--- src/rtl/swd_pkg.sv ---
package swd_pkg;

    typedef logic [1:0] rate_code_t;

    typedef struct packed {
        logic irq;
        logic wdr;
    } swd_out_t;

    function automatic int unsigned rate_exp(input int unsigned base,
                                             input int unsigned step,
                                             input int unsigned code);
        return base + step * code;
    endfunction

endpackage

--- src/rtl/swd_divider.sv ---
module swd_divider
    import swd_pkg::*;
#(
    parameter int unsigned BASE_EXP = 6,
    parameter int unsigned EXP_STEP = 3,
    parameter int unsigned CNT_W    = BASE_EXP + 3 * EXP_STEP
) (
    input  logic       clk_i,
    input  logic       rst_ni,
    input  logic       tick_i,
    input  logic       restart_i,
    input  rate_code_t rate_i,
    output logic       event_o
);

    localparam int unsigned NUM_RATES = 4;

    typedef struct packed {
        logic [CNT_W-1:0] cnt;
    } div_state_t;

    div_state_t st_d, st_q;
    logic [CNT_W-1:0] mask_tab [NUM_RATES];

    for (genvar g = 0; g < NUM_RATES; g++) begin : g_mask
        localparam int unsigned EXP_G = rate_exp(BASE_EXP, EXP_STEP, g);
        assign mask_tab[g] = {CNT_W{1'b1}} >> (CNT_W - EXP_G);
    end

    logic [CNT_W-1:0] sel_mask;
    assign sel_mask = mask_tab[rate_i];
    assign event_o  = tick_i && ((st_q.cnt & sel_mask) == sel_mask);

    always_comb begin
        st_d = st_q;
        if (restart_i) begin
            st_d.cnt = '0;
        end else if (tick_i) begin
            st_d.cnt = st_q.cnt + 1'b1;
        end
    end

    always_ff @(posedge clk_i or negedge rst_ni) begin
        if (!rst_ni) begin
            st_q <= '0;
        end else begin
            st_q <= st_d;
        end
    end

    // without a tick or restart the count holds
    a_r2_hold_idle: assert property (@(posedge clk_i) disable iff (!rst_ni)
        (!tick_i && !restart_i) |=> $stable(st_q.cnt));

endmodule

--- src/rtl/swd_wdog.sv ---
module swd_wdog #(
    parameter int unsigned LIMIT_EVENTS = 3
) (
    input  logic clk_i,
    input  logic rst_ni,
    input  logic arm_i,
    input  logic kick_i,
    input  logic event_i,
    output logic fire_o,
    output logic armed_o
);

    localparam int unsigned CW   = $clog2(LIMIT_EVENTS + 1);
    localparam int unsigned LAST = LIMIT_EVENTS - 1;

    typedef struct packed {
        logic          en;
        logic [CW-1:0] cnt;
    } wd_state_t;

    wd_state_t st_d, st_q;

    assign fire_o  = st_q.en && event_i && !kick_i && (st_q.cnt == CW'(LAST));
    assign armed_o = st_q.en;

    always_comb begin
        st_d    = st_q;
        st_d.en = st_q.en | arm_i;
        if (kick_i || fire_o) begin
            st_d.cnt = '0;
        end else if (st_q.en && event_i) begin
            st_d.cnt = st_q.cnt + 1'b1;
        end
    end

    always_ff @(posedge clk_i or negedge rst_ni) begin
        if (!rst_ni) begin
            st_q <= '0;
        end else begin
            st_q <= st_d;
        end
    end

    // armed state is sticky until hard reset
    a_r9_sticky_arm: assert property (@(posedge clk_i) disable iff (!rst_ni)
        st_q.en |=> st_q.en);

    // count never reaches the limit
    a_r6_count_bound: assert property (@(posedge clk_i) disable iff (!rst_ni)
        st_q.cnt <= CW'(LAST));

    // an unarmed watchdog never counts
    a_r5_idle_count: assert property (@(posedge clk_i) disable iff (!rst_ni)
        !st_q.en |-> st_q.cnt == '0);

endmodule

--- src/rtl/sleep_watch_top.sv ---
module sleep_watch_top
    import swd_pkg::*;
#(
    parameter int unsigned BASE_EXP     = 6,
    parameter int unsigned EXP_STEP     = 3,
    parameter int unsigned LIMIT_EVENTS = 3
) (
    input  logic       clk_i,
    input  logic       por_n_i,
    input  logic       xrst_n_i,
    input  logic       tick_i,
    input  logic [1:0] rate_sel_i,
    input  logic       wd_arm_i,
    input  logic       wd_kick_i,
    input  logic       irq_en_i,
    output logic       sleep_irq_o,
    output logic       wd_reset_o
);

    localparam int unsigned CNT_W = BASE_EXP + 3 * EXP_STEP;

    logic     rst_n;
    logic     sleep_evt;
    logic     wd_fire;
    logic     wd_armed;
    swd_out_t out_d, out_q;

    assign rst_n = por_n_i & xrst_n_i;

    swd_divider #(
        .BASE_EXP (BASE_EXP),
        .EXP_STEP (EXP_STEP),
        .CNT_W    (CNT_W)
    ) i_divider (
        .clk_i     (clk_i),
        .rst_ni    (rst_n),
        .tick_i    (tick_i),
        .restart_i (wd_fire),
        .rate_i    (rate_code_t'(rate_sel_i)),
        .event_o   (sleep_evt)
    );

    swd_wdog #(
        .LIMIT_EVENTS (LIMIT_EVENTS)
    ) i_wdog (
        .clk_i   (clk_i),
        .rst_ni  (rst_n),
        .arm_i   (wd_arm_i),
        .kick_i  (wd_kick_i),
        .event_i (sleep_evt),
        .fire_o  (wd_fire),
        .armed_o (wd_armed)
    );

    always_comb begin
        out_d     = '0;
        out_d.irq = sleep_evt & irq_en_i;
        out_d.wdr = wd_fire;
    end

    always_ff @(posedge clk_i or negedge rst_n) begin
        if (!rst_n) begin
            out_q <= '0;
        end else begin
            out_q <= out_d;
        end
    end

    assign sleep_irq_o = out_q.irq;
    assign wd_reset_o  = out_q.wdr;

    // an interrupt pulse needs the mask open in the cycle before
    a_r4_irq_masked: assert property (@(posedge clk_i) disable iff (!rst_n)
        sleep_irq_o |-> $past(irq_en_i));

    // reset pulse is a single cycle
    a_r6_single_pulse: assert property (@(posedge clk_i) disable iff (!rst_n)
        wd_reset_o |=> !wd_reset_o);

    // a clear strobe suppresses the reset in its cycle
    a_r7_kick_blocks: assert property (@(posedge clk_i) disable iff (!rst_n)
        wd_kick_i |=> !wd_reset_o);

    // the watchdog is still armed while its reset pulse is out
    a_r8_armed_after_fire: assert property (@(posedge clk_i) disable iff (!rst_n)
        wd_reset_o |-> wd_armed);

endmodule

--- config.mk ---
export PLATFORM = sky130hd
export DESIGN_NAME = sleep_watch_top
export DESIGN_NICKNAME = d
export VERILOG_FILES = /design/src/rtl/swd_pkg.sv /design/src/rtl/swd_divider.sv /design/src/rtl/swd_wdog.sv /design/src/rtl/sleep_watch_top.sv
export SDC_FILE = /design/constraint.sdc
export NUM_CORES = 1
export LEC_CHECK = 0
export BUFFER_PORTS_ARGS = -buffer_cell sky130_fd_sc_hd__buf_2
export CORE_MARGIN = 3
export CORE_UTILIZATION = 60
export CTS_CLUSTER_DIAMETER = 60
export CTS_CLUSTER_SIZE = 25
export DETAILED_ROUTE_END_ITERATION = 10
export GPL_TIMING_DRIVEN = 0
export PLACE_DENSITY = 0.91
export SYNTH_ARGS = -nofsm -noshare
export SYNTH_HDL_FRONTEND = slang
export SYNTH_HIERARCHICAL = 1
export SYNTH_SLANG_ARGS = --single-unit
--- constraint.sdc ---
create_clock -name clk_i -period 6 [get_ports clk_i]
set_input_delay 0.9 -clock clk_i [delete_from_list [all_inputs] [get_ports clk_i]]
set_output_delay 0.9 -clock clk_i [all_outputs]
set_load 0.05 [all_outputs]
==> results of run 1 <==
==> power groups by stage <==
stage          clock network (mW)  registers, mW  logic [mW]
6_report                   0.0601          0.190      0.0647
2_1_floorplan                   0          0.186      0.0505
5_1_grt                    0.0684          0.193      0.0732
4_1_cts                    0.0640          0.190      0.0653
3_5_place_dp                    0          0.192      0.0648
3_3_place_gp                    0          0.190      0.0592
==> layer usage <==
| layer | part of all wire | track usage | routed length [um] |
|---|---|---|---|
| met5 | 0 | 0 | 0 |
| met4 | 0.0080 | 0.0968 | 16 |
| met3 | 0.022 | 0.0338 | 43 |
| met2 | 0.53 | 0.348 | 1050 |
| met1 | 0.44 | 0.248 | 878 |
==> cells in the mapped netlist <==
| cell | n |
|---|---|
| clkbuf_1 | 2 |
| buf_6 | 1 |
| nand2_1 | 3 |
| and2_1 | 2 |
| a21oi_2 | 1 |
| or4_1 | 3 |
| dfrtp_1 | 20 |
| mux2i_1 | 1 |
| xor2_1 | 3 |
| nand4_4 | 1 |
| xnor2_1 | 1 |
| nand3_1 | 3 |
| or3_1 | 2 |
| o31ai_1 | 3 |
| a21o_1 | 1 |
| nor2b_1 | 5 |
| mux2_2 | 4 |
| buf_2 | 1 |
| nor4_1 | 4 |
| or2_1 | 1 |
| o2111ai_1 | 1 |
| o211ai_1 | 1 |
| o21ai_0 | 2 |
| a21oi_1 | 6 |
| a2111oi_0 | 1 |
| nor2_1 | 10 |
| nand3_2 | 1 |
| ha_1 | 2 |
| mux2_1 | 1 |
| nor4_2 | 1 |
| nand4bb_1 | 2 |
| inv_1 | 3 |
| o21a_1 | 1 |
| nand4_1 | 3 |
| a21bo_1 | 2 |
| and4b_1 | 1 |
==> worst paths after layout <==
check	startpoint	to	slack [ns]	cells after the start
hold / removal	i_wdog/armed_o	i_wdog/armed_o	0.60	1
max in group asynchronous	por_n_i	i_divider/st_q[5]	4.64	2
hold reg to reg	i_wdog/armed_o	i_wdog/armed_o	0.60	1
setup / recovery	tick_i	i_divider/st_q[13]	2.40	7
setup reg to reg	i_divider/st_q[0]	i_divider/st_q[13]	2.53	7
min in group asynchronous	xrst_n_i	i_divider/st_q[12]	0.81	2
==> through the flow <==
stage | hold WS, ns | setup slack, ns | area, um^2 | instances | util
after floorplan | 0.517 | 2.67 | 1060 | 100 | -
after global placement | 0.551 | 2.21 | 1130 | 125 | 0.715
after detailed placement | 0.575 | 2.10 | 1130 | 125 | 0.715
after CTS | 0.597 | 2.43 | 1150 | 128 | 0.729
after global routing | 0.623 | 2.21 | 1150 | 128 | 0.729
final | 0.595 | 2.40 | 1150 | 128 | 0.729
==> cells by family after synthesis <==
logic type,Yosys count,synth area share
muxes,6,0.0624
and+or+nand+nor,42,0.253
AOI/OAI and AO/OA,19,0.124
DFF,20,0.471
xor gates and xnor gates,4,0.0330
adders and majority gates,2,0.0236
buffers and inverters,7,0.0330
==> placed cells by master, fill, tap and decap left out, drive strengths merged, types with 3 or more instances in the layout <==
cell | Yosys | final
clkbuf | 2 | 5
nand4 | 4 | 4
mux2 | 5 | 5
o31ai | 3 | 3
nor4 | 5 | 5
nor2 | 10 | 10
nor2b | 5 | 5
or4 | 3 | 3
buf | 2 | 11
xor2 | 3 | 3
nand3 | 4 | 4
dfrtp | 20 | 20
inv | 3 | 3
a21oi | 7 | 7
nand2 | 3 | 3
==> registers in the layout, summed over array words and instances (netlist names) <==
register	count
i_divider/st_q	15
i_wdog/armed_o	1
i_wdog/st_q	2
sleep_irq_o	1
wd_reset_o	1
==> final cells by class <==
cell class	instances	share of cell area
Buffer	4	0.0207
Clock buffer	3	0.0196
Inverter	3	0.00979
Multi-Input combinational cell	73	0.458
Sequential cell	20	0.435
Tap cell	16	0.0174
Timing Repair Buffer	9	0.0392
==> results.txt, run 1 <==
----------------------------------------------------
[Detailed routing]
  Number of DRC markers in iteration 0 ... 23
  First-pass detailed-route iteration total ... 4
  Final antenna-violating net count ... 0
  Wire length reported by the detailed router ... 1990 um
  Via density ... 6.44
  Number of vias in the routed layout ... 824
  Detailed-route wire length per cell ... 15.5 um
  DRC ... 0

[Power]
  Part of the power in the clock network ... 0.191
  Leakage power total ... 0.482 nW
  Switching Share ... 0.337
  Power spent charging and discharging nets ... 106 uW
  Sum of internal, switching and leakage power ... 315 uW
  Share of total power in sequential cells ... 0.604
  Internal power contribution ... 209 uW
  VDD IR-drop max ... 0.204 mV
  Power density normalized to cell area ... 274 nW/um^2
  Combinational fraction of design power ... 0.205

[Global routing]
  Number of antenna violations at the first check in global routing ... 0
  Vias in the first global route ... 747
  Gr ovfl total ... 0
  Overall global routing resource usage ... 0.204
  Largest net degree at the start of global routing ... 21
  Global-route wire length before repair ... 3220 um

[Timing]
  Count of final setup violators ... 0
  Setup TNS after final layout ... 0 ns
  Period Utilization, post-route ... 0.600
  Final worst clock skew ... 0.00691 ns
  F_max ... 278 MHz
  Number of failing hold endpoints at the final stage ... 0
  Worst Max-Slew Pin Slew ... 1.28 ns
  Shortest clock period the worst path allows after layout ... 3.60 ns
  Max-Slew Margin vs Limit ... 0.122
  Setup repair after global routing missed its margin ... no
  Slew Limit Fails ... 0

[Setup path]
  Nature of the critical path endpoint ... flop
  Crit-path slowest cell ... a2111oi_0
  CP delay by family, top ... compound AO/OA/AOI/OAI gates
  Data required time at the worst endpoint ... 6.19 ns
  Startpoint type of the worst setup path ... input pin
  Worst-path cell chain ... buf_2 > nand2_1 > a2111oi_0 > and4b_1 > o211ai_1 > nor4_2 > mux2_1
  Data arrival time of the critical path ... 3.79 ns
  Count of buffer and inverter cells on the critical path ... 1
  Biggest fanout along the worst timing path ... 8
  Critical setup path kind ... input pin to flop
  Crit path largest cell delay ... 1.12 ns

[CTS]
  Clock tree from TritonCTS ... done
  Root Driver ... clkbuf_4
  Number of sinks driven by the clock tree ... 20
  Clock latency on the worst-skew pair ... 0.29 ns
  Post-cts sizing count ... 0
  Number of hold buffers added after cts ... 0
  Clock slew at reported path FFs ... 0.10 ns
  TritonCTS buffer count ... 3
  Clk buf depth ... 2
  Setup fix buffers added after clock tree synthesis ... 0
  H-Tree Depth ... 1

[Yosys]
  Synthesized Nets ... 111
  Yosys reg bits ... 20
  Portion of synthesized cell area occupied by the leading cell type ... 0.471
  Synth Cell Area ... 1060 um^2
  Most area-consuming cells after synthesis ... dfrtp_1 (47%), mux2_2 (4.2%), nor2_1 (3.5%)
  Mean Syn Cell Area ... 10.6 um^2
  Number of warnings issued by yosys ... 6
  Register area share after synthesis ... 0.471
  Number of distinct library cells after synthesis ... 36
  Mapped Cells ... 100
  Biggest area consumer among synthesized cells ... dfrtp_1

[Finish]
  Total area of multi-input combinational cells ... 527 um^2
  Layout filler cell count ... 113
  Share of final-layout standard cells stronger than drive strength 1 ... 0.196
  Number of nets at the end of the flow ... 125
  Number of antenna diodes ... 0
  Area taken by flip-flops and latches ... 500 um^2
  Syn-to-layout area delta ... 8.24%

[Die]
  Number of top-level pins ... 11
  Total core area ... 1580 um^2
  Initial Utilization ... 0.674
  Die span in y ... 48.1 um
  Total die area ... 2310 um^2
  Horizontal extent of the die ... 48.1 um
  Cell Rows ... 14

[Place]
  IO Port Bufs ... 9
  Placed wire-length estimate after detailed placement ... 1460 um
  Routability congestion estimate ... 0.819

[Status]
  Result of the run ... completed

[Job]
  Max-cap viol count ... 0

[Hold path]
  Hold WC Path Type ... flop to flop

----------------------------------------------------
Note: power is estimated with default switching activity, not from simulation.
==> inputs of run 2 (changes only) <==
CORE_UTILIZATION = 51   (was 60)
PLACE_DENSITY = 0.83   (was 0.91)
clock period = 3.3 ns   (was 6 ns; I/O delays follow)
==> results.txt, run 2 (same netlist as run 1, synthesis figures left out) <==
----------------------------------------------------
[Timing]
  Number of failing hold endpoints at the final stage ... 0
  Slew Limit Fails ... 0
  Worst Max-Slew Pin Slew ... 0.912 ns
  Max-Slew Margin vs Limit ... 0.392
  Shortest clock period the worst path allows after layout ... 2.97 ns
  Final worst clock skew ... 0.0124 ns
  Count of final setup violators ... 0
  F_max ... 337 MHz
  Setup repair after global routing missed its margin ... no
  Period Utilization, post-route ... 0.900
  Final worst setup slack ... 0.330 ns

[Detailed routing]
  Via density ... 6.16
  Wire length reported by the detailed router ... 2160 um
  DRC ... 0
  Number of DRC markers in iteration 0 ... 40
  Number of vias in the routed layout ... 850
  Final antenna-violating net count ... 0
  First-pass detailed-route iteration total ... 4
  Detailed-route wire length per cell ... 15.6 um

[Hold path]
  Worst hold path depth ... 2
  Hold WC Path Type ... input pin to flop
  Source of the worst hold timing path ... wd_kick_i
  Destination of the worst hold path ... i_wdog/st_q[0]

[Place]
  Placed wire-length estimate after detailed placement ... 1440 um
  Post-Place Worst Slack ... -0.222 ns
  IO Port Bufs ... 9
  Routability congestion estimate ... 0.812

[Job]
  Max-cap viol count ... 0

[Power]
  Sum of internal, switching and leakage power ... 605 uW
  VDD IR-drop max ... 0.298 mV
  Leakage power total ... 0.489 nW
  Power density normalized to cell area ... 513 nW/um^2

[Setup path]
  Logic depth of the worst register-to-register path ... 7
  Flop-to-flop setup slack ... 0.33 ns
  Data required time at the worst endpoint ... 3.51 ns
  Crit path largest cell delay ... 0.64 ns
  Critical setup path kind ... flop to flop
  Critical R2R Capture ... i_divider/st_q[11]
  Worst r2r src ... i_divider/st_q[0]
  Startpoint type of the worst setup path ... flop
  Crit-path slowest cell ... a2111oi_2
  CP delay by family, top ... compound AO/OA/AOI/OAI gates
  Worst-path cell chain ... ha_1 > nand2_1 > a2111oi_2 > and4b_1 > o211ai_1 > nor4_1 > mux2_2
  Data arrival time of the critical path ... 3.18 ns
  Nature of the critical path endpoint ... flop
  Biggest fanout along the worst timing path ... 8
  Count of buffer and inverter cells on the critical path ... 0

[CTS]
  TritonCTS buffer count ... 3
  Root Driver ... clkbuf_4
  Clk buf depth ... 2
  Clock slew at reported path FFs ... 0.12 ns
  H-Tree Depth ... 1
  Number of sinks driven by the clock tree ... 20
  Clock tree from TritonCTS ... done
  Clock latency on the worst-skew pair ... 0.30 ns

[Finish]
  Number of antenna diodes ... 0
  Layout filler cell count ... 175
  Most frequent standard cell in the layout excluding fill and tap cells ... dfrtp_1
  Number of nets at the end of the flow ... 125
  Register with the most flip-flops ... i_divider/st_q
  Syn-to-layout area delta ... 11.2%
  Most used cells in the layout excluding fill and tap cells ... dfrtp_1 (20), buf_2 (10), nor2_1 (10), a21oi_1 (6), nor2b_1 (5)
  Number of flip-flops in the largest register ... 15
  Share of final-layout standard cells stronger than drive strength 1 ... 0.212
  Biggest regs ... i_divider/st_q: 15 flops, i_wdog/st_q: 2 flops

[Die]
  Total core area ... 1840 um^2
  Number of top-level pins ... 11
  Horizontal extent of the die ... 51.6 um
  Die span in y ... 51.6 um
  Cell Rows ... 15
  Total die area ... 2670 um^2
  Initial Utilization ... 0.578

[Global routing]
  Overall global routing resource usage ... 0.180
  Number of antenna violations at the first check in global routing ... 0
  Gr ovfl total ... 0
  Largest net degree at the start of global routing ... 21
  Vias in the first global route ... 848
  Global-route wire length before repair ... 3560 um

[Status]
  Result of the run ... completed

----------------------------------------------------
==> run 2: cell count changes in the layout (fill, tap and decap cells not counted), sizes merged <==
| cell | change |
|---|---|
| clkbuf | +1 |
==> run 2: area by class of cell <==
class,instances,area (um^2),area share
tap,25,31.3,0.0265
clock buffer,4,36.3,0.0307
multi-input combinational,73,533,0.451
sequential,20,500,0.424
timing repair buffer,9,45.0,0.0381
buffer,4,23.8,0.0201
inverter,3,11.3,0.00953
==> run 2: metrics by stage <==
| stage | utilization | area [um^2] | std cells | setup TNS (ns) | hold WS [ns] |
|---|---|---|---|---|---|
| floorplan | - | 1060 | 100 | 0 | 0.517 |
| global placement | 0.619 | 1140 | 134 | -1.03 | 0.549 |
| detailed placement | 0.619 | 1140 | 134 | -1.62 | 0.562 |
| CTS | 0.639 | 1180 | 138 | 0 | 0.347 |
| global route | 0.642 | 1180 | 138 | 0 | 0.352 |
| finish | 0.642 | 1180 | 138 | 0 | 0.364 |
==> run 2: routing by layer <==
layer	up-vias	share of wire	global-route usage
met2	33	0.49	0.314
li1	395	-	-
met1	415	0.44	0.207
met5	-	0	0
met3	7	0.057	0.0372
met4	0	0.018	0.0917
==> run 2: timing repair <==
| item | in CTS | in global routing |
|---|---|---|
| endpoints found under the setup margin | 12 | 12 |
| hold buffers | 0 | 0 |
| resized for setup | 1 | 1 |
| buffers inserted | 0 | 0 |
| pin swaps | 0 | 0 |
==> run 2: worst max-delay path by stage <==
stage	startpoint	end	slack, ns	cells past startpoint
after detailed placement	tick_i	i_divider/st_q[11]	-0.22	7
after CTS	i_divider/st_q[0]	i_divider/st_q[11]	0.07	7
after global routing	i_divider/st_q[0]	i_divider/st_q[11]	0.06	7
after global placement	tick_i	i_divider/st_q[11]	-0.15	7
after floorplan	tick_i	i_divider/st_q[13]	0.38	7
final	i_divider/st_q[0]	i_divider/st_q[11]	0.33	7
==> run 2: power by group <==
| group | switching (mW) | internal, mW | leakage [nW] |
|---|---|---|---|
| clock network | 0.0746 | 0.0673 | 0.0210 |
| registers | 0.0582 | 0.286 | 0.265 |
| logic | 0.0683 | 0.0511 | 0.203 |
